===== config.mk =====
export PLATFORM = sky130hd
export DESIGN_NAME = adram_ctrl
export DESIGN_NICKNAME = d
export VERILOG_FILES = /design/src/rtl/adram_pkg.sv /design/src/rtl/adram_phase_timer.sv /design/src/rtl/adram_gap_guard.sv /design/src/rtl/adram_addr_split.sv /design/src/rtl/adram_ctrl.sv
export SDC_FILE = /design/constraint.sdc
export NUM_CORES = 1
export LEC_CHECK = 0
export CAP_MARGIN = 20
export CORE_AREA = 3 3 71 73
export DETAILED_ROUTE_END_ITERATION = 7
export DIE_AREA = 0 0 74 76
export PLACE_DENSITY = 0.69
export SLEW_MARGIN = 20
export SYNTH_ARGS = -nofsm -noshare
export SYNTH_HDL_FRONTEND = slang
export SYNTH_SLANG_ARGS = --single-unit
export TNS_END_PERCENT = 10

===== constraint.sdc =====
create_clock -name clk -period 2.3 [get_ports clk]
set_input_delay 0.23 -clock clk [delete_from_list [all_inputs] [get_ports clk]]
set_output_delay 0.23 -clock clk [all_outputs]
set_load 0.05 [all_outputs]

===== src/rtl/adram_pkg.sv =====
package adram_pkg;
  typedef enum logic [2:0] {
    PH_IDLE,
    PH_RSU,
    PH_RH,
    PH_CSU,
    PH_STRB
  } phase_t;
endpackage


===== src/rtl/adram_phase_timer.sv =====
module adram_phase_timer #(
  parameter int CW = 3
) (
  input  logic          clk,
  input  logic          rst_n,
  input  logic          load,
  input  logic [CW-1:0] load_val,
  output logic          done
);
  logic [CW-1:0] cnt;

  always_ff @(posedge clk) begin
    if (!rst_n)          cnt <= '0;
    else if (load)       cnt <= load_val;
    else if (cnt != '0)  cnt <= cnt - 1'b1;
  end

  assign done = (cnt == '0);
endmodule


===== src/rtl/adram_gap_guard.sv =====
module adram_gap_guard #(
  parameter int T_CYC = 8
) (
  input  logic clk,
  input  logic rst_n,
  input  logic take,
  output logic ok
);
  localparam int GW = $clog2(T_CYC + 1);
  logic [GW-1:0] since;

  always_ff @(posedge clk) begin
    if (!rst_n)                    since <= GW'(T_CYC);
    else if (take)                 since <= GW'(1);
    else if (since < GW'(T_CYC))   since <= since + 1'b1;
  end

  assign ok = (since >= GW'(T_CYC));

  // an acceptance restarts the window from one edge
  assert_gap_restart_R9: assert property (@(posedge clk) disable iff (!rst_n)
    take |=> (since == GW'(1) || T_CYC == 1));
endmodule


===== src/rtl/adram_addr_split.sv =====
module adram_addr_split #(
  parameter int ADDR_W = 8,
  parameter int ROW_W  = 4,
  parameter int BUS_W  = 4
) (
  input  logic [ADDR_W-1:0] addr,
  input  logic              sel_col,
  output logic [BUS_W-1:0]  bus
);
  localparam int COL_W = ADDR_W - ROW_W;
  logic [BUS_W-1:0] row_ext, col_ext;

  always_comb begin
    row_ext = '0;
    col_ext = '0;
    row_ext[ROW_W-1:0] = addr[ADDR_W-1:COL_W];
    col_ext[COL_W-1:0] = addr[COL_W-1:0];
    bus = sel_col ? col_ext : row_ext;
  end
endmodule


===== src/rtl/adram_ctrl.sv =====
module adram_ctrl
  import adram_pkg::*;
#(
  parameter int ADDR_W = 8,
  parameter int DATA_W = 8,
  parameter int ROW_W  = 4,
  parameter int T_RSU  = 2,
  parameter int T_RH   = 1,
  parameter int T_CSU  = 2,
  parameter int T_CH   = 2,
  parameter int T_ACC  = 3,
  parameter int T_CYC  = 14,
  localparam int COL_W = ADDR_W - ROW_W,
  localparam int BUS_W = (ROW_W > COL_W) ? ROW_W : COL_W
) (
  input  logic              clk,
  input  logic              rst_n,
  input  logic              start,
  input  logic              rw,
  input  logic              late_rd,
  input  logic [ADDR_W-1:0] mar,
  input  logic [DATA_W-1:0] mdr_in,
  output logic              mfc,
  output logic [DATA_W-1:0] mdr_out,
  output logic [BUS_W-1:0]  dram_addr,
  output logic              ras_n,
  output logic              cas_n,
  output logic              oe_n,
  output logic              we_n,
  output logic [DATA_W-1:0] dq_out,
  output logic              dq_drive,
  input  logic [DATA_W-1:0] dq_in
);
  localparam int LEN_E = (T_CH > T_ACC) ? T_CH : T_ACC;
  localparam int LEN_L = (T_CH > T_ACC + 1) ? T_CH : T_ACC + 1;
  localparam int M1    = (T_RSU > T_RH) ? T_RSU : T_RH;
  localparam int M2    = (T_CSU > LEN_L) ? T_CSU : LEN_L;
  localparam int MAXC  = (M1 > M2) ? M1 : M2;
  localparam int CW    = $clog2(MAXC + 1);

  phase_t            ph;
  logic              rd_q, late_q, strb_first, mfc_q;
  logic [ADDR_W-1:0] mar_q;
  logic [DATA_W-1:0] wd_q, mdr_q;
  logic              tm_load, tm_done, gap_ok, take;
  logic [CW-1:0]     tm_val;
  logic              ras_on, cas_on, sel_col;

  assign take = start && (ph == PH_IDLE) && gap_ok;

  adram_phase_timer #(.CW(CW)) u_timer (
    .clk(clk), .rst_n(rst_n), .load(tm_load), .load_val(tm_val), .done(tm_done)
  );

  adram_gap_guard #(.T_CYC(T_CYC)) u_gap (
    .clk(clk), .rst_n(rst_n), .take(take), .ok(gap_ok)
  );

  adram_addr_split #(.ADDR_W(ADDR_W), .ROW_W(ROW_W), .BUS_W(BUS_W)) u_split (
    .addr(mar_q), .sel_col(sel_col), .bus(dram_addr)
  );

  always_comb begin
    tm_load = 1'b0;
    tm_val  = '0;
    case (ph)
      PH_IDLE: if (take)    begin tm_load = 1'b1; tm_val = CW'(T_RSU - 1); end
      PH_RSU:  if (tm_done) begin tm_load = 1'b1; tm_val = CW'(T_RH - 1);  end
      PH_RH:   if (tm_done) begin tm_load = 1'b1; tm_val = CW'(T_CSU - 1); end
      PH_CSU:  if (tm_done) begin
        tm_load = 1'b1;
        tm_val  = (rd_q && late_q) ? CW'(LEN_L - 1) : CW'(LEN_E - 1);
      end
      default: ;
    endcase
  end

  always_ff @(posedge clk) begin
    if (!rst_n) begin
      ph         <= PH_IDLE;
      rd_q       <= 1'b1;
      late_q     <= 1'b0;
      strb_first <= 1'b0;
      mfc_q      <= 1'b0;
      mar_q      <= '0;
      wd_q       <= '0;
      mdr_q      <= '0;
    end else begin
      mfc_q      <= 1'b0;
      strb_first <= 1'b0;
      case (ph)
        PH_IDLE: if (take) begin
          ph     <= PH_RSU;
          rd_q   <= rw;
          late_q <= late_rd;
          mar_q  <= mar;
          wd_q   <= mdr_in;
        end
        PH_RSU: if (tm_done) ph <= PH_RH;
        PH_RH:  if (tm_done) ph <= PH_CSU;
        PH_CSU: if (tm_done) begin
          ph         <= PH_STRB;
          strb_first <= 1'b1;
        end
        PH_STRB: if (tm_done) begin
          ph    <= PH_IDLE;
          mfc_q <= 1'b1;
          if (rd_q) mdr_q <= dq_in;
        end
        default: ph <= PH_IDLE;
      endcase
    end
  end

  assign ras_on   = (ph == PH_RH) || (ph == PH_CSU) || (ph == PH_STRB);
  assign cas_on   = (ph == PH_STRB);
  assign sel_col  = (ph == PH_CSU) || (ph == PH_STRB);
  assign ras_n    = !ras_on;
  assign cas_n    = !cas_on;
  assign oe_n     = !(rd_q && (late_q ? (cas_on && !strb_first) : ras_on));
  assign we_n     = !(!rd_q && ras_on);
  assign dq_drive = !rd_q && ras_on;
  assign dq_out   = wd_q;
  assign mfc      = mfc_q;
  assign mdr_out  = mdr_q;

  assert_ras_addr_stable_R3: assert property (@(posedge clk) disable iff (!rst_n)
    $fell(ras_n) |-> $stable(dram_addr));
  assert_cas_inside_ras_R4: assert property (@(posedge clk) disable iff (!rst_n)
    !cas_n |-> !ras_n);
  assert_col_held_R4: assert property (@(posedge clk) disable iff (!rst_n)
    (!cas_n && $past(!cas_n)) |-> $stable(dram_addr));
  assert_late_oe_after_cas_R6: assert property (@(posedge clk) disable iff (!rst_n)
    ($fell(oe_n) && late_q) |-> $past(!cas_n));
  assert_write_no_oe_R8: assert property (@(posedge clk) disable iff (!rst_n)
    !we_n |-> oe_n);
  assert_mfc_single_R7: assert property (@(posedge clk) disable iff (!rst_n)
    mfc |=> !mfc);
  assert_mfc_released_R10: assert property (@(posedge clk) disable iff (!rst_n)
    mfc |-> (ras_n && cas_n && oe_n && we_n));
endmodule


## Word-level counts from Yosys, hierarchy flattened

Index checks and enable logic that the tools add are counted.

- Bits in read-only memories: 0
- Input bits: 29
- RAM bits: 0
- Bits in latches: 0
- Memories kept: 0
- Bits in registers: 38
- Output and inout port bits: 26

- Bitwise operators: 0
- Mux-type cells: 20
- Shifts and indexed selects: 0
- $lt $le $gt $ge: 2
- Add/sub/neg operators: 2
- Reductions and logical operators: 26
- Multiply operators: 0
- Div/mod/pow operators: 0
- Eq/ne operators: 9

Operators with widths:

| cell | number |
|---|---|
| 3-bit two-way mux | 7 |
| 3-bit case mux with 5 select lines | 1 |
| 4-bit two-way mux | 3 |
| 2-bit != test, second input constant | 5 |
| 3-bit by 2-bit == test with 1-bit output, second input constant | 2 |
| 1-bit logical AND | 6 |
| 1-bit logical NOT | 6 |
| 3-bit logical NOT | 2 |
| 1-bit two-way mux | 6 |
| 2-bit case mux with 3 select lines | 1 |
| 2-bit AND reduction | 3 |
| 5-bit AND reduction | 1 |
| 4-bit by 1-bit adder with 4-bit output, second input constant | 1 |
| 4-bit greater-or-equal comparator, second input constant | 1 |
| 4-bit < comparator, second input constant | 1 |
| 2-bit nonzero test | 2 |
| 3-bit by 1-bit == test with 1-bit output, second input constant | 1 |
| 3-bit == test, second input constant | 1 |
| 1-bit logical OR | 3 |
| 3-bit AND reduction | 1 |
| 3-bit nonzero test | 1 |
| 3-bit OR reduction | 1 |
| 3-bit by 1-bit subtractor with 3-bit output, second input constant | 1 |
| 2-bit two-way mux | 1 |
| 1-bit case mux with 2 select lines | 1 |

## Depth between registers and ports, before layout

- Depth after elaboration: 6
- Mapped depth: 7
- Gate-level depth less buffers: 5

## Modules after synthesis

From an unflattened synthesis, not the netlist that was laid out.

- Cell total of the unflattened synthesis: 197
- Area, all modules: 1784.2 um^2

By module, submodules not included:

| module | cells each | times used | sequential area each (um^2) | area an instance (um^2) |
|---|---|---|---|---|
| adram_ctrl | 152 | 1 | 620.6 | 1346.3 |
| adram_phase_timer | 22 | 1 | 60.1 | 205.2 |
| adram_gap_guard | 19 | 1 | 80.1 | 187.7 |
| adram_addr_split | 4 | 1 | 0.0 | 45.0 |

## Least setup slack after synthesis

OpenSTA, ideal clock, no wires.

- Path kind: register to output
- Start: reg ph[2]
- End: out oe_n
- Data required time: 2.070 ns
- Stages on the path, launching flop included: 6
- Buffers on the path: 2
- Arrival time: 1.937 ns
- Setup slack: 0.133 ns
- Path through: dfxtp_1 -> buf_4 -> or3b_1 -> buf_6 -> a21oi_1 -> o21ai_0

- Longest elaborated chain between the ends: 6
- Elaborated cells on any way between the ends: 9

Ends and longest elaborated chain:

| what | RTL line | text |
|---|---|---|
| start: declaration | adram_ctrl.sv:41 | `phase_t ph;` |
| start signal: assignment | adram_ctrl.sv:80 | `ph <= PH_IDLE;` |
| start signal: assignment | adram_ctrl.sv:93 | `ph <= PH_RSU;` |
| start signal: assignment | adram_ctrl.sv:99 | `PH_RSU: if (tm_done) ph <= PH_RH;` |
| 3-bit by 2-bit == test with 1-bit output | adram_ctrl.sv:115 | `assign ras_on = (ph == PH_RH) \|\| (ph == PH_CSU) \|\| (ph == PH_STRB);` |
| 1-bit logical OR (2 in series) | adram_ctrl.sv:115 |  |
| 1-bit two-way mux (*) | adram_ctrl.sv:120 | `assign oe_n = !(rd_q && (late_q ? (cas_on && !strb_first) : ras_on));` |
| 1-bit logical AND (*) | adram_ctrl.sv:120 |  |
| 1-bit logical NOT (*) | adram_ctrl.sv:120 |  |
| end: declaration | adram_ctrl.sv:28 | `output logic oe_n,` |

Mark *: on every way between the ends. The rest lies on a longest branch, timed or not.

## Final worst setup path

- Start: reg ph[1]
- End: out dram_addr[1]

- Longest elaborated chain between the ends: 3
- Elaborated cells on any way between the ends: 4

Ends and longest elaborated chain:

| what | RTL line | text |
|---|---|---|
| 3-bit by 2-bit == test with 1-bit output or 3-bit == test (tied branches) | adram_ctrl.sv:117 | `assign sel_col = (ph == PH_CSU) \|\| (ph == PH_STRB);` |
| 1-bit logical OR (*) | adram_ctrl.sv:117 |  |
| 4-bit two-way mux (*) | adram_addr_split.sv:18 | `bus = sel_col ? col_ext : row_ext;` |
| end: declaration | adram_ctrl.sv:25 | `output logic [BUS_W-1:0] dram_addr,` |

Marked as above.

==> results_dict.tcl <==
set metrics [dict create \
    grt_max_degree 24 \
    cts_resized 0 \
    async_flop_share_pct 0 \
    viasPerCell 5.41 \
    clock-root-buffer "clkbuf_8" \
    rrSetupSlack_ns 0.63 \
    cap_violations 0 \
    crit_type "reg -> out" \
    end_kind "output pin" \
    core-area_um2 4410 \
    cts_tree "built" \
    cp.required_ns 2.07 \
    syn_to_final_growth_pct 37.6 \
    insertedDiodeCount 0 \
    p_leak_uw 0.000934 \
    die_area_um2 5620 \
    ir_drop_mv 0.563 \
    rsz0062_at_grt "false" \
    r2r-start "ph[1]$_SDFFE_PN0P_" \
    clock_sinks 38 \
    synth-warning-count 0 \
    gp_congestion 0.785 \
    numCtsBuffers 5 \
    initial_core_util_pct 40.8 \
    ctsHoldBuffers 0 \
    layout.nets 290 \
    final_antenna_net_count 0 \
    drt_iter0_markers 81 \
    drc 0 \
    grt_usage_pct 17.1 \
    drive_above_1_share_pct 14.0 \
    comb_power_share_pct 49.1 \
    yosysUniqueCellTypes 40 \
    status "complete, no violations" \
    synthesis.area_um2 1800 \
    final_hold_viol_count 0 \
    antenna_found_initial 0 \
    synth_flop_cell "dfxtp_1" \
    vias 1678 \
    timing.rr.end "mdr_out[5]$_SDFFE_PN0P_" \
    crit_fanout 10 \
    routed_wl_mm 4.44 \
    swShare_pct 43.9 \
    htree_levels 2 \
    hpwlAfterDp_mm 3.05 \
    rows 24 \
    synth-seq-area-share_pct 42.2 \
    internal_power_uw 1570 \
    clk_latency_ns 0.29 \
    wl_per_cell_um 14.3 \
    startpoint_type "flop" \
    io_buffers 54 \
    whs_ns 0.458 \
    grt_overflow 0 \
    tightest_slew_ns 0.522 \
    placedCellCount 302 \
    cp-endpoint "dram_addr[1]" \
    die_w_um 74 \
    syn-num-nets 238 \
    min_period_ns 2.17 \
    stdcell_count 310 \
    p_sw_uw 1230 \
    netlist_instances 205 \
    min_path_type "reg -> reg" \
    fin_crit_sh_pct 94.2 \
    clk_pin_slew_ns 0.08 \
    clockBufferDepth 2 \
    finClkSkew_ns 0.00721 \
    grt_pass1_wl_mm 7.57 \
    firstDrtPassIters 4 \
    ys_seq_elements 38 \
    grt_pass1_vias 1595 \
    worstSetupStartpoint "ph[1]$_SDFFE_PN0P_" \
    seq_power_share_pct 33.8 \
    crit_arrival_ns 1.94 \
    utilization_pct 56.2 \
    setup_violations 0 \
    r2r_cells 3 \
    pin_count 55 \
    relSlewSlack_pct 65.1 \
    slew_viol_final 0 \
    fillers 406 \
    power_density_nw_per_um2 1130 \
    syn_area_per_cell_um2 8.79 \
    fin_setup_tns_ns 0 \
    chipHeight_um 76 \
    clkPwrFrac_pct 17.0 \
    synth_edf_count 0 \
    cts_setup_buffers 0 \
    fmax_mhz 462 \
]
==> synthesized netlist by cell type (2+ instances only) <==
master,count,area share [%]
mux2_2,4,2.5
nand2_1,19,4.0
o31ai_1,18,7.5
xnor2_1,2,0.97
ha_1,4,2.8
clkbuf_1,11,2.3
mux2i_1,9,5.0
buf_6,2,1.2
nor3_1,3,0.83
nor2b_1,2,0.69
or2_2,3,1.0
nor2_1,8,1.7
a21oi_1,23,6.4
a31oi_1,2,0.69
nand4_1,17,5.9
buf_2,3,0.83
buf_1,2,0.42
dfxtp_1,38,42
nand3_1,4,1.1
o21ai_0,5,1.4
inv_1,7,1.5
==> cell usage in the layout (no fill, tap or decap), types with 2 or more instances in the layout <==
cell type / count
a21oi_1: 23
a31oi_1: 2
buf_4: 17
clkbuf_8: 6
clkdlybuf4s50_1: 46
dfxtp_1: 38
ha_1: 4
inv_1: 7
mux2_2: 4
mux2i_1: 9
nand2_1: 19
nand3_1: 4
nand4_1: 17
nor2_1: 8
nor2b_1: 2
nor3_1: 3
o21ai_0: 5
o31ai_1: 18
or2_2: 3
xnor2_1: 2
==> registers in the layout, indices dropped and copies added (netlist names) <==
name and cells:
late_q 1, mar_q 8, u_gap.since 4, dq_out 8, ph 3, mfc 1
rd_q 1, mdr_out 8, u_timer.cnt 3, strb_first 1
==> stage by stage <==
step / cell area, µm² / setup WS, ns / total power [µW]
after CTS: 2480 / 0.0488 / 2820
after detailed placement: 2380 / 0.373 / 2340
after floorplan: 1800 / 0.133 / 1950
after global placement: 2380 / 0.390 / 2330
after global routing: 2480 / 0.0469 / 3010
final: 2480 / 0.133 / 2800
==> power groups by stage <==
| stage | clock network [µW] | logic [µW] | registers [µW] |
|---|---|---|---|
| 2_1_floorplan | 0 | 892 | 1060 |
| 3_3_place_gp | 0 | 1370 | 957 |
| 3_5_place_dp | 0 | 1370 | 964 |
| 4_1_cts | 494 | 1380 | 948 |
| 5_1_grt | 520 | 1510 | 977 |
| 6_report | 478 | 1380 | 949 |
==> critical path, stage by stage, from the launching register on <==
cell and delay (ns):
dfxtp_1 0.41, or3b_4 0.48, o21ai_0 0.09, buf_4 0.16, mux2_2 0.33, buf_4 0.19
==> routing by layer <==
metal  GRT usage [%]  wire, µm
met5               0         0
met4            8.70       126
met3            4.49       197
met2            26.2      2130
met1            21.6      1990
==> area by class of cell <==
cell class / count / area [µm²] / share of cell area [%]
Multi-Input combinational cell: 141 / 923 / 37.3
Sequential cell: 38 / 761 / 30.7
Timing Repair Buffer: 64 / 608 / 24.5
Clock buffer: 6 / 82.6 / 3.33
Tap cell: 52 / 65.1 / 2.62
Inverter: 7 / 26.3 / 1.06
Clock inverter: 2 / 12.5 / 0.505
==> logic make-up after synthesis <==
| logic type | count (synthesis) | synth area share [%] |
|---|---|---|
| AOI/OAI and AO/OA | 54 | 19.0 |
| muxes | 13 | 7.50 |
| DFF | 38 | 42.2 |
| buffers and inverters | 26 | 6.67 |
| adders and majority gates | 4 | 2.78 |
| xor gates and xnor gates | 3 | 1.46 |
| and+or+nand+nor | 67 | 20.3 |
==> how the worst min path moves through the flow <==
| stage | startpoint | slack (ns) | cells past startpoint | endpoint |
|---|---|---|---|---|
| 3_3_place_gp | mdr_out[6]$_SDFFE_PN0P_ | 0.44 | 2 | mdr_out[6]$_SDFFE_PN0P_ |
| 3_5_place_dp | mdr_out[2]$_SDFFE_PN0P_ | 0.45 | 2 | mdr_out[2]$_SDFFE_PN0P_ |
| 2_1_floorplan | dq_in[3] | 0.37 | 2 | mdr_out[3]$_SDFFE_PN0P_ |
| 5_1_grt | mdr_out[7]$_SDFFE_PN0P_ | 0.47 | 2 | mdr_out[7]$_SDFFE_PN0P_ |
| 6_report | mdr_out[6]$_SDFFE_PN0P_ | 0.46 | 2 | mdr_out[6]$_SDFFE_PN0P_ |
| 4_1_cts | mdr_out[2]$_SDFFE_PN0P_ | 0.46 | 2 | mdr_out[2]$_SDFFE_PN0P_ |
Note: power is estimated with default switching activity, not from simulation.
